[config.mk]
export PLATFORM = sky130hd
export DESIGN_NAME = cmd_resp_unit
export DESIGN_NICKNAME = d
export VERILOG_FILES = /design/src/rtl/cmdr_pkg.sv /design/src/rtl/cmdr_decode.sv /design/src/rtl/cmdr_resp_eval.sv /design/src/rtl/cmdr_rsp_bank.sv /design/src/rtl/cmd_resp_unit.sv
export SDC_FILE = /design/constraint.sdc
export NUM_CORES = 1
export LEC_CHECK = 0
export BUFFER_PORTS_ARGS = -buffer_cell sky130_fd_sc_hd__buf_2
export CAP_MARGIN = 20
export CORE_AREA = 3 3 152 154
export DETAILED_ROUTE_END_ITERATION = 7
export DIE_AREA = 0 0 155 157
export PLACE_DENSITY = 0.6
export SYNTH_ARGS = -nofsm -noshare
export SYNTH_HDL_FRONTEND = slang
export SYNTH_SLANG_ARGS = --single-unit
[constraint.sdc]
create_clock -name clk -period 3.55 [get_ports clk]
set_clock_uncertainty 0.2 [all_clocks]
set_input_delay 0.355 -clock clk [delete_from_list [all_inputs] [get_ports clk]]
set_output_delay 0.355 -clock clk [all_outputs]
set_load 0.05 [all_outputs]
[src/rtl/cmdr_pkg.sv]
package cmdr_pkg;

  localparam int unsigned CMD_W  = 16;
  localparam int unsigned STAT_W = 16;
  localparam int unsigned IDX_W  = 6;
  localparam int unsigned ARG_W  = 32;

  // Expected response kind after decode; the busy variant is kept distinct
  typedef enum logic [2:0] {
    RK_NONE,
    RK_R1,
    RK_R1B,
    RK_R2,
    RK_R3,
    RK_R6,
    RK_RAW
  } rkind_e;

  typedef struct packed {
    logic [IDX_W-1:0] idx;
    logic             init;
    rkind_e           kind;
    logic [1:0]       ctype;
    logic             dir;
  } cmd_fields_t;

  localparam logic [1:0]       CT_DATA  = 2'd3;
  localparam logic [IDX_W-1:0] IDX_STOP = 6'd12;

  // status bit positions
  localparam int unsigned SB_DONE = 0;
  localparam int unsigned SB_STOP = 2;
  localparam int unsigned SB_TMO  = 7;
  localparam int unsigned SB_OCR  = 12;
  localparam int unsigned SB_ERR  = 14;

  localparam logic [STAT_W-1:0] KEEP_OCR_READY = 16'hE000;
  localparam logic [STAT_W-1:0] KEEP_ERR_CLEAN = 16'hB000;

endpackage

[src/rtl/cmdr_decode.sv]
module cmdr_decode
  import cmdr_pkg::*;
(
  input  logic [CMD_W-1:0] word,
  output cmd_fields_t      fields
);

  always_comb begin
    fields.idx   = word[5:0];
    fields.init  = word[7];
    fields.ctype = word[13:12];
    fields.dir   = word[15];
    unique case (word[10:8])
      3'd0:    fields.kind = RK_NONE;
      3'd1:    fields.kind = word[11] ? RK_R1B : RK_R1;
      3'd2:    fields.kind = RK_R2;
      3'd3:    fields.kind = RK_R3;
      3'd6:    fields.kind = RK_R6;
      default: fields.kind = RK_RAW;
    endcase
  end

endmodule

[src/rtl/cmdr_resp_eval.sv]
module cmdr_resp_eval
  import cmdr_pkg::*;
#(
  parameter int unsigned       RSP_BYTES   = 16,
  parameter int unsigned       CNT_W       = $clog2(RSP_BYTES + 1),
  parameter logic [31:0]       R1_ERR_MASK = 32'hFDF9_0000,
  parameter logic [31:0]       R6_ERR_MASK = 32'h0000_E008
) (
  input  rkind_e                 kind,
  input  logic [IDX_W-1:0]       idx,
  input  logic [CNT_W-1:0]       cnt,
  input  logic [RSP_BYTES*8-1:0] bytes,
  output logic [STAT_W-1:0]      and_m,
  output logic [STAT_W-1:0]      or_m,
  output logic                   store
);

  localparam logic [CNT_W-1:0] SHORT_CNT = CNT_W'(4);
  localparam logic [CNT_W-1:0] FULL_CNT  = CNT_W'(RSP_BYTES);

  logic [31:0]       head;
  logic [31:0]       chk_mask;
  logic [31:0]       chk_val;
  logic              tmo;
  logic [STAT_W-1:0] km;
  logic [STAT_W-1:0] sm;

  assign head = {bytes[7:0], bytes[15:8], bytes[23:16], bytes[31:24]};

  // Status effects are folded in order into one keep mask and one set mask
  always_comb begin
    tmo      = 1'b0;
    chk_mask = '0;
    chk_val  = '0;
    km       = '1;
    sm       = '0;
    store    = (cnt != '0);

    unique case (kind)
      RK_NONE: store = 1'b0;
      RK_R1, RK_R1B: begin
        if (cnt < SHORT_CNT) tmo = 1'b1;
        else begin
          chk_mask = R1_ERR_MASK;
          chk_val  = head;
        end
      end
      RK_R2: begin
        if (cnt < FULL_CNT) tmo = 1'b1;
      end
      RK_R3: begin
        if (cnt < SHORT_CNT) tmo = 1'b1;
        else if (head[31]) km = km & KEEP_OCR_READY;
        else sm[SB_OCR] = 1'b1;
      end
      RK_R6: begin
        if (cnt < SHORT_CNT) tmo = 1'b1;
        else begin
          chk_mask = R6_ERR_MASK;
          chk_val  = {16'h0000, head[15:0]};
        end
      end
      default: ;
    endcase

    if (|(chk_val & chk_mask)) begin
      sm[SB_ERR] = 1'b1;
    end else begin
      km = km & KEEP_ERR_CLEAN;
      sm = sm & KEEP_ERR_CLEAN;
    end

    if (tmo) begin
      sm[SB_TMO] = 1'b1;
    end else if (idx == IDX_STOP) begin
      sm[SB_DONE] = 1'b1;
      sm[SB_STOP] = 1'b1;
    end else begin
      sm[SB_DONE] = 1'b1;
    end

    and_m = km;
    or_m  = sm;
  end

endmodule

[src/rtl/cmdr_rsp_bank.sv]
module cmdr_rsp_bank #(
  parameter int unsigned RSP_BYTES = 16
) (
  input  logic                   clk,
  input  logic                   rst_n,
  input  logic                   clr,
  input  logic                   load,
  input  logic [RSP_BYTES*8-1:0] bytes,
  output logic [RSP_BYTES*8-1:0] regs
);

  localparam int unsigned NWORDS = RSP_BYTES / 2;

  for (genvar k = 0; k < NWORDS; k++) begin : g_word
    localparam int unsigned SLOT = NWORDS - 1 - k;
    logic [15:0] word_d;
    logic [15:0] word_q;
    logic        word_en;

    assign word_en = clr | load;

    always_comb begin
      word_d = word_q;
      if (clr)       word_d = '0;
      else if (load) word_d = {bytes[16*k +: 8], bytes[16*k+8 +: 8]};
    end

    always_ff @(posedge clk or negedge rst_n) begin
      if (!rst_n)       word_q <= '0;
      else if (word_en) word_q <= word_d;
    end

    assign regs[16*SLOT +: 16] = word_q;
  end

endmodule

[src/rtl/cmd_resp_unit.sv]
module cmd_resp_unit
  import cmdr_pkg::*;
#(
  parameter int unsigned RSP_BYTES   = 16,
  parameter int unsigned CNT_W       = $clog2(RSP_BYTES + 1),
  parameter logic [31:0] R1_ERR_MASK = 32'hFDF9_0000,
  parameter logic [31:0] R6_ERR_MASK = 32'h0000_E008
) (
  input  logic                   clk,
  input  logic                   rst_n,
  input  logic                   en,
  input  logic                   cmd_wr,
  input  logic [CMD_W-1:0]       cmd_wdata,
  input  logic [ARG_W-1:0]       cmd_arg,
  output logic                   req_valid,
  output logic [IDX_W-1:0]       req_index,
  output logic [ARG_W-1:0]       req_arg,
  input  logic                   rsp_valid,
  output logic                   rsp_ready,
  input  logic [CNT_W-1:0]       rsp_count,
  input  logic [RSP_BYTES*8-1:0] rsp_bytes,
  output logic                   stat_upd,
  output logic [STAT_W-1:0]      stat_and,
  output logic [STAT_W-1:0]      stat_or,
  output logic [RSP_BYTES*8-1:0] rsp_regs,
  output logic                   xfer_start,
  output logic                   xfer_cancel,
  output logic                   xfer_dir
);

  typedef enum logic {ST_IDLE, ST_WAIT} phase_e;

  phase_e            phase_q, phase_d;
  cmd_fields_t       fld;
  logic [IDX_W-1:0]  idx_q, idx_d;
  logic [ARG_W-1:0]  arg_q, arg_d;
  rkind_e            kind_q, kind_d;
  logic              upd_q, upd_d;
  logic [STAT_W-1:0] and_q, and_d;
  logic [STAT_W-1:0] or_q, or_d;
  logic              xs_q, xs_d;
  logic              xc_q, xc_d;
  logic              dir_q, dir_d;

  logic              accept;
  logic              startup;
  logic              hs;
  logic [STAT_W-1:0] ev_and;
  logic [STAT_W-1:0] ev_or;
  logic              ev_store;
  logic              cmd_en;

  cmdr_decode u_dec (
    .word   (cmd_wdata),
    .fields (fld)
  );

  cmdr_resp_eval #(
    .RSP_BYTES   (RSP_BYTES),
    .CNT_W       (CNT_W),
    .R1_ERR_MASK (R1_ERR_MASK),
    .R6_ERR_MASK (R6_ERR_MASK)
  ) u_eval (
    .kind  (kind_q),
    .idx   (idx_q),
    .cnt   (rsp_count),
    .bytes (rsp_bytes),
    .and_m (ev_and),
    .or_m  (ev_or),
    .store (ev_store)
  );

  cmdr_rsp_bank #(
    .RSP_BYTES (RSP_BYTES)
  ) u_bank (
    .clk   (clk),
    .rst_n (rst_n),
    .clr   (accept),
    .load  (hs & ev_store),
    .bytes (rsp_bytes),
    .regs  (rsp_regs)
  );

  assign accept  = cmd_wr & en & (phase_q == ST_IDLE);
  assign startup = fld.init & (fld.idx == '0);
  assign hs      = (phase_q == ST_WAIT) & rsp_valid;
  assign cmd_en  = accept & ~startup;

  always_comb begin
    phase_d = phase_q;
    idx_d   = idx_q;
    arg_d   = arg_q;
    kind_d  = kind_q;
    dir_d   = dir_q;
    upd_d   = 1'b0;
    and_d   = '1;
    or_d    = '0;
    xs_d    = 1'b0;
    xc_d    = 1'b0;

    unique case (phase_q)
      ST_IDLE: begin
        if (accept && startup) begin
          upd_d          = 1'b1;
          or_d[SB_DONE]  = 1'b1;
        end else if (cmd_en) begin
          phase_d = ST_WAIT;
          idx_d   = fld.idx;
          arg_d   = cmd_arg;
          kind_d  = fld.kind;
          if (fld.ctype == CT_DATA) begin
            xs_d  = 1'b1;
            dir_d = fld.dir;
          end else begin
            xc_d  = 1'b1;
          end
        end
      end
      ST_WAIT: begin
        if (rsp_valid) begin
          phase_d = ST_IDLE;
          upd_d   = 1'b1;
          and_d   = ev_and;
          or_d    = ev_or;
        end
      end
      default: phase_d = ST_IDLE;
    endcase
  end

  // request fields: loaded only when a command is launched
  always_ff @(posedge clk or negedge rst_n) begin
    if (!rst_n) begin
      idx_q  <= '0;
      arg_q  <= '0;
      kind_q <= RK_NONE;
    end else if (cmd_en) begin
      idx_q  <= idx_d;
      arg_q  <= arg_d;
      kind_q <= kind_d;
    end
  end

  always_ff @(posedge clk or negedge rst_n) begin
    if (!rst_n) dir_q <= 1'b0;
    else if (xs_d) dir_q <= dir_d;
  end

  always_ff @(posedge clk or negedge rst_n) begin
    if (!rst_n) begin
      phase_q <= ST_IDLE;
      upd_q   <= 1'b0;
      and_q   <= '1;
      or_q    <= '0;
      xs_q    <= 1'b0;
      xc_q    <= 1'b0;
    end else begin
      phase_q <= phase_d;
      upd_q   <= upd_d;
      and_q   <= and_d;
      or_q    <= or_d;
      xs_q    <= xs_d;
      xc_q    <= xc_d;
    end
  end

  assign req_valid   = (phase_q == ST_WAIT);
  assign rsp_ready   = (phase_q == ST_WAIT);
  assign req_index   = idx_q;
  assign req_arg     = arg_q;
  assign stat_upd    = upd_q;
  assign stat_and    = and_q;
  assign stat_or     = or_q;
  assign xfer_start  = xs_q;
  assign xfer_cancel = xc_q;
  assign xfer_dir    = dir_q;

endmodule

==> flow_summary.ini <==
[synth]
avgSynthCellArea_um2 = 10.11
netlist_instances = 740
synth_area_um2 = 7480
synth_top_cell_area_share = 0.5989
async_reset_ff_frac = 1.000
yosysWarnings = 0
synth_seq_area_share = 0.6094
synth-main-ff-cell = dfrtp_1
yosysMostFrequentCell = nand2_1
yosysTopAreaCell = dfrtp_1
netlist_top_cells_count = nand2_1 (259), dfrtp_1 (179), nand3_1 (130), buf_4 (39), mux2_2 (37)
synth-edff-count = 0
synth_area_leaders = dfrtp_1 (60%), nand2_1 (13%), nand3_1 (8.7%)
synth.distinct_cells = 38
synth-seq-cells = 182

[cts]
worstSkewPairLatency_ns = 0.42
cts_tree = yes
cts_inserted_buffers = 17
clk_pin_slew_ns = 0.07
cts-root-buf = clkbuf_16
post_cts_buffers = 0
htreeDepth = 4
clockBufferDepth = 2
clock_sinks = 182

[placement]
place.gp.congestion = 0.8102
dp_slack_ns = 1.156
port_buffers = 374
placed_area_um2 = 9398
hpwl_mm = 15.75

[floorplanning]
start_util = 0.3427
die_area_um2 = 24340
core_um2 = 21820
die_w_um = 155
die_h_um = 157
io_pins = 390
num_rows = 54

[critical_path]
slowest_stage = dlygate4sd3_1
worstPathMaxFanout = 62
crit_chain = dlygate4sd3_1 -> buf_2 -> nand2_1 -> a211o_4 -> buf_12 -> nand3_1 -> nand2_1
cp_slowest_stage_delay_ns = 0.54
worst_setup_path_end_kind = flop
path_class = input pin to flop
cp_num_buf_inv = 3
cp_common_cell = nand2_1
required_ns = 3.70
cp.arrival_ns = 2.36
cp_top_family = buffers and inverters
startpoint_type = input pin

[layout]
drive_gt1_frac = 0.3685
multi_input_area_um2 = 2495
area_growth_pct = 55.45
fill_cells = 1944
seqCellArea_um2 = 4558
final_cell_area_um2 = 11630
finish.utilization = 0.5328
final_nets = 1433

[global_routing]
antenna_found_initial = 0
grt_overflow = 0
grtUsageTotal = 0.1948
grt_max_degree = 89
grt_pass1_wl_mm = 38.28
grt_pass1_vias = 7322

[power_and_ir_drop]
switching_share = 0.4346
clkPwrFrac = 0.250
p_sw_mw = 3.156
cellInternalPower_mw = 4.106
powerDensity_nw_per_um2 = 624.6
p_leak_nw = 6.332
comb_power_share = 0.382
power_mw = 7.262
pwr-share-seq = 0.368
ir_worst_vdd_mv = 0.2868

[sta]
slew_violations = 0
period_needed_ns = 2.208
fin_crit_sh = 0.6219
hold_violations = 0
relSlewSlack = 0.4405
worst_slack_ns = 1.342
max_freq_mhz = 453.0
worstMarginPinSlew_ns = 0.8392
setup_viol = 0
rsz0062_at_grt = no
fin_setup_tns_ns = 0

[drt]
antenna_left = 0
drt_pass1_iterations = 6
drc = 0
wl_per_cell_um = 15.75
drtIter0Drc = 450
num_vias = 7115
wirelength_mm = 24.26
viasPerCell = 4.620

[outcome]
outcome = complete, no violations

[worst_hold_path]
min_path_type = input pin to flop

[run]
max_cap_violations = 0
-- metal layers --
metal / global-route usage / vias to the layer above / routed length (um) / part of all wire
li1: - / 3395 / - / -
met1: 0.2381 / 3438 / 9824 / 0.41
met2: 0.3415 / 238 / 12460 / 0.51
met3: 0.03767 / 44 / 1295 / 0.053
met4: 0.07569 / 0 / 678 / 0.028
met5: 0 / - / 0 / 0
-- sequential cells by signal (all words and copies together), names as in the netlist --
name and flops:
req_valid 1, kind_q 3, stat_or 5, req_index 6
xfer_dir 1, u_bank.g_word.word_q 128, xfer_start 1, stat_upd 1
stat_and 3, xfer_cancel 1, req_arg 32
-- placed cells by master (no fill, tap or decap), types with 2 or more instances in the layout --
cell type	count
and3_1	2
nor2_1	13
nand2_1	259
inv_6	4
clkinvlp_4	2
o21ai_0	5
nor4_1	4
mux2_2	37
clkinv_4	2
buf_2	373
xnor2_1	2
dlygate4sd3_1	167
nor3_1	2
nand3_1	130
buf_4	7
dfrtp_1	179
conb_1	13
nand4_1	2
dfstp_2	3
nor3_2	3
inv_8	4
a21oi_1	5
clkbuf_16	17
buf_12	3
-- through the flow --
stage               std cells  hold WS, ns
floorplan                 751      -0.1406
global placement         1341       0.1216
detailed placement       1341       0.1225
CTS                      1539     0.002887
global route             1539      0.01524
finish                   1540      0.02667
-- cell families (layout without fill, tap and decap cells) --
logic type	count (synthesis)	after routing	share of synthesized area
compound gates	18	18	0.01706
xor+xnor	2	2	0.002342
buf+inv	75	583	0.06474
flops	182	182	0.6094
mux	38	38	0.05771
other cells	2	14	0.001004
simple gates	423	423	0.2477
-- final cells by class --
cell class / count / area share
timing repair buffer: 551 / 0.3150
inverter: 1 / 0.0003228
clock buffer: 19 / 0.03809
antenna: 1 / 0.0002152
multi-input combinational: 494 / 0.2146
sequential: 182 / 0.3920
clock inverter: 12 / 0.009685
tap: 280 / 0.03013
-- worst register-to-register path, stage by stage, from the launching register on --
cell	delay, ns
dfrtp_1	0.46
nor3_2	0.36
a211o_4	0.48
buf_12	0.33
nand3_1	0.20
nand2_1	0.10
-- path summary, 6_finish.rpt --
kind | from | endpoint | slack (ns) | cells after the start
hold / removal | cmd_wdata[4] | req_index[4]$_DFFE_PN0P_ | 0.03 | 2
setup / recovery | rsp_valid | u_bank.g_word[6].word_q[10]$_DFFE_PN0P_ | 1.34 | 7
min in group asynchronous | rst_n | req_arg[17]$_DFFE_PN0P_ | 0.24 | 2
max in group asynchronous | rst_n | u_bank.g_word[1].word_q[3]$_DFFE_PN0P_ | 2.05 | 3
hold reg to reg | u_bank.g_word[5].word_q[4]$_DFFE_PN0P_ | u_bank.g_word[5].word_q[4]$_DFFE_PN0P_ | 0.29 | 2
setup reg to reg | kind_q[1]$_DFFE_PN0P_ | u_bank.g_word[6].word_q[10]$_DFFE_PN0P_ | 1.37 | 5
-- repair_timing --
item,in CTS,in global routing
endpoints found under the setup margin,0,0
hold endpoints to repair,211,0
gates resized for setup,0,0
hold buffers,167,0
-- power groups by stage --
stage          Sequential (mW)  Clock (mW)  Combinational (mW)
6_report                  2.67        1.82                2.77
2_1_floorplan             4.03           0               0.605
3_3_place_gp              2.69           0                2.62
5_1_grt                   2.72        1.98                2.92
3_5_place_dp              2.70           0                2.64
4_1_cts                   2.67        1.88                2.78
Note: power is estimated with default switching activity, not from simulation.
